### src/rtl/key_edge_irq_pkg.sv
package key_edge_irq_pkg;

  // Per-key transition selector encoding
  typedef enum logic [1:0] {
    EDGE_OFF  = 2'd0,
    EDGE_RISE = 2'd1,
    EDGE_FALL = 2'd2,
    EDGE_BOTH = 2'd3
  } edge_sel_e;

  localparam int unsigned SEL_W = 2;

endpackage

### src/rtl/key_edge_cfg.sv
module key_edge_cfg #(
  parameter int unsigned NUM_KEYS    = 64,
  parameter int unsigned REG_W       = 32,
  parameter int unsigned ADDR_W      = 4,
  parameter int unsigned N_SEL_REGS  = 4,
  parameter int unsigned N_BIT_REGS  = 2,
  parameter int unsigned MASK_BASE   = 4
) (
  input  logic                           clk,
  input  logic                           rst_n,
  input  logic                           reg_wr,
  input  logic [ADDR_W-1:0]              reg_addr,
  input  logic [REG_W-1:0]               reg_wdata,
  output logic [N_SEL_REGS*REG_W-1:0]    sel_flat,
  output logic [NUM_KEYS-1:0]            mask
);

  logic [N_SEL_REGS*REG_W-1:0] sel_q, sel_d;
  logic [N_BIT_REGS*REG_W-1:0] mask_q, mask_d;

  always_comb begin
    sel_d = sel_q;
    for (int i = 0; i < int'(N_SEL_REGS); i++) begin
      if (reg_wr && reg_addr == ADDR_W'(i))
        sel_d[REG_W*i +: REG_W] = reg_wdata;
    end
  end

  always_comb begin
    mask_d = mask_q;
    for (int j = 0; j < int'(N_BIT_REGS); j++) begin
      if (reg_wr && reg_addr == ADDR_W'(MASK_BASE + j))
        mask_d[REG_W*j +: REG_W] = reg_wdata;
    end
  end

  always_ff @(posedge clk or negedge rst_n) begin
    if (!rst_n) begin
      sel_q  <= '0;
      mask_q <= '0;
    end else begin
      sel_q  <= sel_d;
      mask_q <= mask_d;
    end
  end

  assign sel_flat = sel_q;
  assign mask     = mask_q[NUM_KEYS-1:0];

endmodule

### src/rtl/key_edge_detect.sv
module key_edge_detect
  import key_edge_irq_pkg::*;
#(
  parameter int unsigned NUM_KEYS = 64
) (
  input  logic                      clk,
  input  logic                      rst_n,
  input  logic [NUM_KEYS-1:0]       key_status,
  input  logic [NUM_KEYS*SEL_W-1:0] sel_flat,
  output logic [NUM_KEYS-1:0]       hit,
  output logic                      armed
);

  logic [NUM_KEYS-1:0] prev_q;
  logic                armed_q;

  // Previous sample follows the live inputs every cycle, also during reset
  always_ff @(posedge clk) begin
    prev_q <= key_status;
  end

  // Comparison is allowed once a sample has been taken after reset
  always_ff @(posedge clk or negedge rst_n) begin
    if (!rst_n) armed_q <= 1'b0;
    else        armed_q <= 1'b1;
  end

  for (genvar k = 0; k < int'(NUM_KEYS); k++) begin : g_key
    edge_sel_e sel;
    logic      rise, fall;
    assign sel  = edge_sel_e'(sel_flat[SEL_W*k +: SEL_W]);
    assign rise = armed_q &  key_status[k] & ~prev_q[k];
    assign fall = armed_q & ~key_status[k] &  prev_q[k];
    always_comb begin
      unique case (sel)
        EDGE_RISE: hit[k] = rise;
        EDGE_FALL: hit[k] = fall;
        EDGE_BOTH: hit[k] = rise | fall;
        default:   hit[k] = 1'b0;
      endcase
    end
  end

  assign armed = armed_q;

endmodule

### src/rtl/key_edge_pending.sv
module key_edge_pending #(
  parameter int unsigned NUM_KEYS = 64
) (
  input  logic                clk,
  input  logic                rst_n,
  input  logic [NUM_KEYS-1:0] hit,
  input  logic [NUM_KEYS-1:0] clr,
  output logic [NUM_KEYS-1:0] pending
);

  logic [NUM_KEYS-1:0] pend_q, pend_d;

  // A new transition takes priority over a clear of the same bit
  always_comb begin
    pend_d = (pend_q & ~clr) | hit;
  end

  always_ff @(posedge clk or negedge rst_n) begin
    if (!rst_n) pend_q <= '0;
    else        pend_q <= pend_d;
  end

  assign pending = pend_q;

endmodule

### src/rtl/key_edge_irq.sv
module key_edge_irq
  import key_edge_irq_pkg::*;
#(
  parameter int unsigned NUM_KEYS = 64,
  parameter int unsigned REG_W    = 32,
  parameter int unsigned ADDR_W   = 4
) (
  input  logic                clk,
  input  logic                rst_n,
  input  logic [NUM_KEYS-1:0] key_status,
  input  logic                reg_wr,
  input  logic [ADDR_W-1:0]   reg_addr,
  input  logic [REG_W-1:0]    reg_wdata,
  output logic [REG_W-1:0]    reg_rdata,
  output logic                irq
);

  localparam int unsigned KEYS_PER_SEL = REG_W / SEL_W;
  localparam int unsigned N_SEL_REGS   = NUM_KEYS / KEYS_PER_SEL;
  localparam int unsigned N_BIT_REGS   = NUM_KEYS / REG_W;
  localparam int unsigned MASK_BASE    = N_SEL_REGS;
  localparam int unsigned CLR_BASE     = MASK_BASE + N_BIT_REGS;
  localparam int unsigned STAT_BASE    = CLR_BASE + N_BIT_REGS;

  logic [NUM_KEYS*SEL_W-1:0] sel_flat;
  logic [NUM_KEYS-1:0]       mask;
  logic [NUM_KEYS-1:0]       hit;
  logic [NUM_KEYS-1:0]       clr;
  logic [NUM_KEYS-1:0]       pending;
  logic                      armed;

  key_edge_cfg #(
    .NUM_KEYS   (NUM_KEYS),
    .REG_W      (REG_W),
    .ADDR_W     (ADDR_W),
    .N_SEL_REGS (N_SEL_REGS),
    .N_BIT_REGS (N_BIT_REGS),
    .MASK_BASE  (MASK_BASE)
  ) u_cfg (
    .clk       (clk),
    .rst_n     (rst_n),
    .reg_wr    (reg_wr),
    .reg_addr  (reg_addr),
    .reg_wdata (reg_wdata),
    .sel_flat  (sel_flat),
    .mask      (mask)
  );

  key_edge_detect #(
    .NUM_KEYS (NUM_KEYS)
  ) u_detect (
    .clk        (clk),
    .rst_n      (rst_n),
    .key_status (key_status),
    .sel_flat   (sel_flat),
    .hit        (hit),
    .armed      (armed)
  );

  // Clear words: write-one-to-clear, decoded per word
  for (genvar j = 0; j < int'(N_BIT_REGS); j++) begin : g_clr
    assign clr[REG_W*j +: REG_W] =
      (reg_wr && reg_addr == ADDR_W'(CLR_BASE + j)) ? reg_wdata : '0;
  end

  key_edge_pending #(
    .NUM_KEYS (NUM_KEYS)
  ) u_pending (
    .clk     (clk),
    .rst_n   (rst_n),
    .hit     (hit),
    .clr     (clr),
    .pending (pending)
  );

  // Read path; clear words and unused addresses return zero
  always_comb begin
    reg_rdata = '0;
    for (int i = 0; i < int'(N_SEL_REGS); i++) begin
      if (reg_addr == ADDR_W'(i))
        reg_rdata = sel_flat[REG_W*i +: REG_W];
    end
    for (int j = 0; j < int'(N_BIT_REGS); j++) begin
      if (reg_addr == ADDR_W'(MASK_BASE + j))
        reg_rdata = mask[REG_W*j +: REG_W];
      if (reg_addr == ADDR_W'(STAT_BASE + j))
        reg_rdata = pending[REG_W*j +: REG_W];
    end
  end

  assign irq = |(pending & mask);

endmodule

### config.mk
export PLATFORM = sky130hd
export DESIGN_NAME = key_edge_irq
export DESIGN_NICKNAME = d
export VERILOG_FILES = /design/src/rtl/key_edge_irq_pkg.sv /design/src/rtl/key_edge_cfg.sv /design/src/rtl/key_edge_detect.sv /design/src/rtl/key_edge_pending.sv /design/src/rtl/key_edge_irq.sv
export SDC_FILE = /design/constraint.sdc
export NUM_CORES = 1
export LEC_CHECK = 0
export BUFFER_PORTS_ARGS = -buffer_cell sky130_fd_sc_hd__buf_2
export CORE_UTILIZATION = 64
export DETAILED_ROUTE_END_ITERATION = 6
export GPL_ROUTABILITY_DRIVEN = 0
export MAX_ROUTING_LAYER = met4
export PLACE_DENSITY = 0.85
export SLEW_MARGIN = 20
export SYNTH_ARGS = -nofsm -noshare
export SYNTH_HDL_FRONTEND = slang
export SYNTH_HIERARCHICAL = 1
export SYNTH_SLANG_ARGS = --single-unit
### constraint.sdc
create_clock -name clk -period 4.15 [get_ports clk]
set_clock_uncertainty 0.2 [all_clocks]
set_input_delay 0.2075 -clock clk [delete_from_list [all_inputs] [get_ports clk]]
set_output_delay 0.2075 -clock clk [all_outputs]
set_load 0.05 [all_outputs]
==> impl_metrics.csv <==
group,metric,value,unit
global_routing,grt_max_degree,132,
power_and_ir_drop,p_sw,2839,uW
run_status,status,"finished, violations left",
finish,ff_latch_area,0.007716,mm^2
critical_path,worst-path-buf-inv,3,
floorplanning,fp.coreArea,0.02292,mm^2
routing,wl_per_cell,27.48,um
worst_hold_path,hold_class,"in -> async",
global_routing,grt_pass1_wl,73870,um
finish,nets,1560,
floorplanning,num_io_pins,136,
critical_path,r2r_start,"u_detect/armed$_DFF_PN0_",
logic_synthesis,yosys_register_bits,321,
timing,tightestPinTransition,1.185,ns
clocking,clockRootBuffer,"clkbuf_16",
timing,rsz0062_at_grt,"false",
placed_design,port_buffers,135,
finish,areaGrowthSynthToFinish,19.28,%
flow_run,cap_violations,0,
floorplanning,fp.dieH,156.0,um
routing,m1WireLength,17880,um
critical_path,critPathArrivalTime,2.86,ns
logic_synthesis,syn-num-nets,1339,
critical_path,end_kind,"output port",
clocking,clkSinkCount,321,
power_and_ir_drop,pwr-share-clk,33.9,%
floorplanning,initial_core_util,66.24,%
finish,layoutNonFillerInstCount,1797,
power_and_ir_drop,peakVddDrop,434.2,uV
critical_path,reg2reg_depth,4,
floorplanning,die_area,0.02434,mm^2
critical_path,reg2reg_to,"u_pending/pending[57]$_DFF_PN0_",
floorplanning,row_count,55,
critical_path,critPathTopFamily,"simple AND/OR/NAND/NOR gates",
routing,vias,12400,
routing,routed_wirelength,49390,um
routing,ant_nets,0,
logic_synthesis,syn_inst,1236,
routing,maxUsedRoutingLayer,"met4",
timing,tns,0,ns
run_status,violations,"DRC",
logic_synthesis,syn_area,0.01518,mm^2
clocking,cts_tree,"built",
logic_synthesis,async_flop_share,80.06,%
routing,wl_met3,5960,um
timing,setup_viol,0,
clocking,clock_latency,0.52,ns
logic_synthesis,synth_commonest_cells,"257 x dfrtp_1, 161 x mux2_2, 128 x nand4b_1",
logic_synthesis,synth-seq-area-share,50.81,%
routing,wl_met2,22410,um
logic_synthesis,yosys.area.top_type_share,42.37,%
clocking,clk_path_buf_depth,3,
routing,dr.pass1.iters,7,
timing,slew_headroom,20.98,%
logic_synthesis,syn-mean-instance-area,12.28,um^2
clocking,clkSlewWorstSetupHoldPaths,0.06,ns
critical_path,required,3.74,ns
finish,multi_input_area,0.006710,mm^2
routing,via_per_inst,6.898,
logic_synthesis,synth_most_common_cell,"dfrtp_1",
routing,first_iter_violations,1580,
power_and_ir_drop,power.internal,6512,uW
timing,max_freq,0.3062,GHz
clocking,cts_buffers,35,
critical_path,worstPathMaxFanout,23,
timing,whs,0.02860,ns
power_and_ir_drop,pwr-share-seq,47.6,%
critical_path,cp_cell_sequence,"buf_2 -> buf_4 -> or2_1 -> nor2_4 -> a22oi_1 -> a31oi_1 -> buf_2",
timing,fin_crit,3.265,ns
logic_synthesis,synth_edf_count,0,
timing,fin_ws,0.8846,ns
timing,hold_viol,0,
global_routing,first_global_vias,12500,
logic_synthesis,synth_largest_area_cell,"dfrtp_1",
power_and_ir_drop,p_per_area,516.4,mW/mm^2
clocking,postCtsHoldBufs,97,
finish,nFillCells,1293,
power_and_ir_drop,p_comb_share,18.5,%
timing,min_period_over_period,78.69,%
power_and_ir_drop,leakage,0.007905,uW
placed_design,dp.cells,1635,
global_routing,grt_remaining_overflow,0,
global_routing,antenna_found_initial,1,
clocking,cts_resized,0,
logic_synthesis,ys_warn_count,6,
critical_path,reg2reg_slack,1.88,ns
finish,layout-drive-gt1-share,30.01,%
clocking,cts_setup_buffers,0,
logic_synthesis,synthTopCellsByArea,"dfrtp_1 42%, mux2_2 12%, dfxtp_1 8.4%, nand4b_1 7.4%, mux4_2 3.4%",
critical_path,slowest_stage,"nor2_4",
finish,final_util,79.01,%
critical_path,critPathMostFrequentCell,"buf_2",
timing,timing.final.max_slew_violations,0,
critical_path,cp_slowest_stage_delay,0.67,ns
clocking,ctsHtreeMaxLevel,2,
logic_synthesis,synthFlopType,"dfrtp_1",
power_and_ir_drop,swShare,30.36,%
critical_path,start_kind,"input port",
floorplanning,fp.dieW,156.0,um
placed_design,dpl.hpwl,30530,um
routing,drc,6,
logic_synthesis,synth_cell_types,47,
critical_path,path_class,"in -> out",
placed_design,pre_cts_ws,1.039,ns
global_routing,grt_usage,42.32,%
-- cell type report --
class | instances | area share [%]
Multi-Input combinational cell | 781 | 37.06
Inverter | 65 | 1.348
Antenna cell | 1 | 0.01382
Clock inverter | 8 | 0.4215
Clock buffer | 55 | 6.040
Tap cell | 313 | 2.163
Sequential cell | 321 | 42.62
Timing Repair Buffer | 253 | 10.34
-- sequential cells by signal (all words and copies together) (netlist names) --
register	cells
u_detect/prev_q	64
u_cfg/sel_flat	128
u_cfg/mask	64
u_pending/pending	64
u_detect/armed	1
-- placed cells by master (no fill, tap or decap), drive strengths merged, types with 30 or more instances in the layout --
cell type / n
clkbuf: 55
nand2: 100
and2: 64
inv: 66
dlygate4sd3: 97
buf: 156
o22ai: 30
a21o: 64
dfrtp: 257
nand4b: 128
mux2: 192
dfxtp: 64
-- per-stage QoR --
step / total power, uW / area, um^2
5_1_grt: 9579 / 18110
6_report: 9351 / 18110
3_5_place_dp: 6019 / 15940
2_1_floorplan: 5335 / 15180
3_3_place_gp: 5924 / 15940
4_1_cts: 9222 / 18080
-- worst max path at each step --
stage	startpoint	to	slack, ns	cells after the start
2_1_floorplan	reg_addr[2]	reg_rdata[25]	1.82	6
5_1_grt	reg_addr[1]	reg_rdata[19]	0.93	7
4_1_cts	reg_addr[1]	reg_rdata[19]	0.98	7
3_5_place_dp	reg_addr[1]	reg_rdata[19]	1.04	7
6_report	reg_addr[1]	reg_rdata[19]	0.88	7
3_3_place_gp	reg_addr[1]	reg_rdata[19]	1.08	7
-- cell families (layout without fill, tap and decap cells) --
group / count (synthesis) / count (layout) / share of synthesized area, %
AOI/OAI and AO/OA: 199 / 199 / 9.809
buffers and inverters: 134 / 381 / 5.168
DFF: 321 / 321 / 50.81
muxes: 224 / 224 / 18.99
other: 1 / 2 / 0.02470
and+or+nand+nor: 357 / 357 / 15.20
-- routing by layer --
| layer | GRT usage (%) | vias to the layer above |
|---|---|---|
| met3 | 9.917 | 267 |
| met5 | - | - |
| li1 | - | 5003 |
| met1 | 53.07 | 6125 |
| met2 | 63.65 | 1001 |
| met4 | 23.39 | 0 |
-- power groups by stage --
stage          logic (uW)  clock network [uW]  registers (uW)
5_1_grt              1800                3300            4480
3_3_place_gp         1530                   0            4390
4_1_cts              1680                3160            4380
3_5_place_dp         1590                   0            4430
2_1_floorplan        1200                   0            4140
6_report             1730                3170            4450
(Power assumes the default switching activity.)
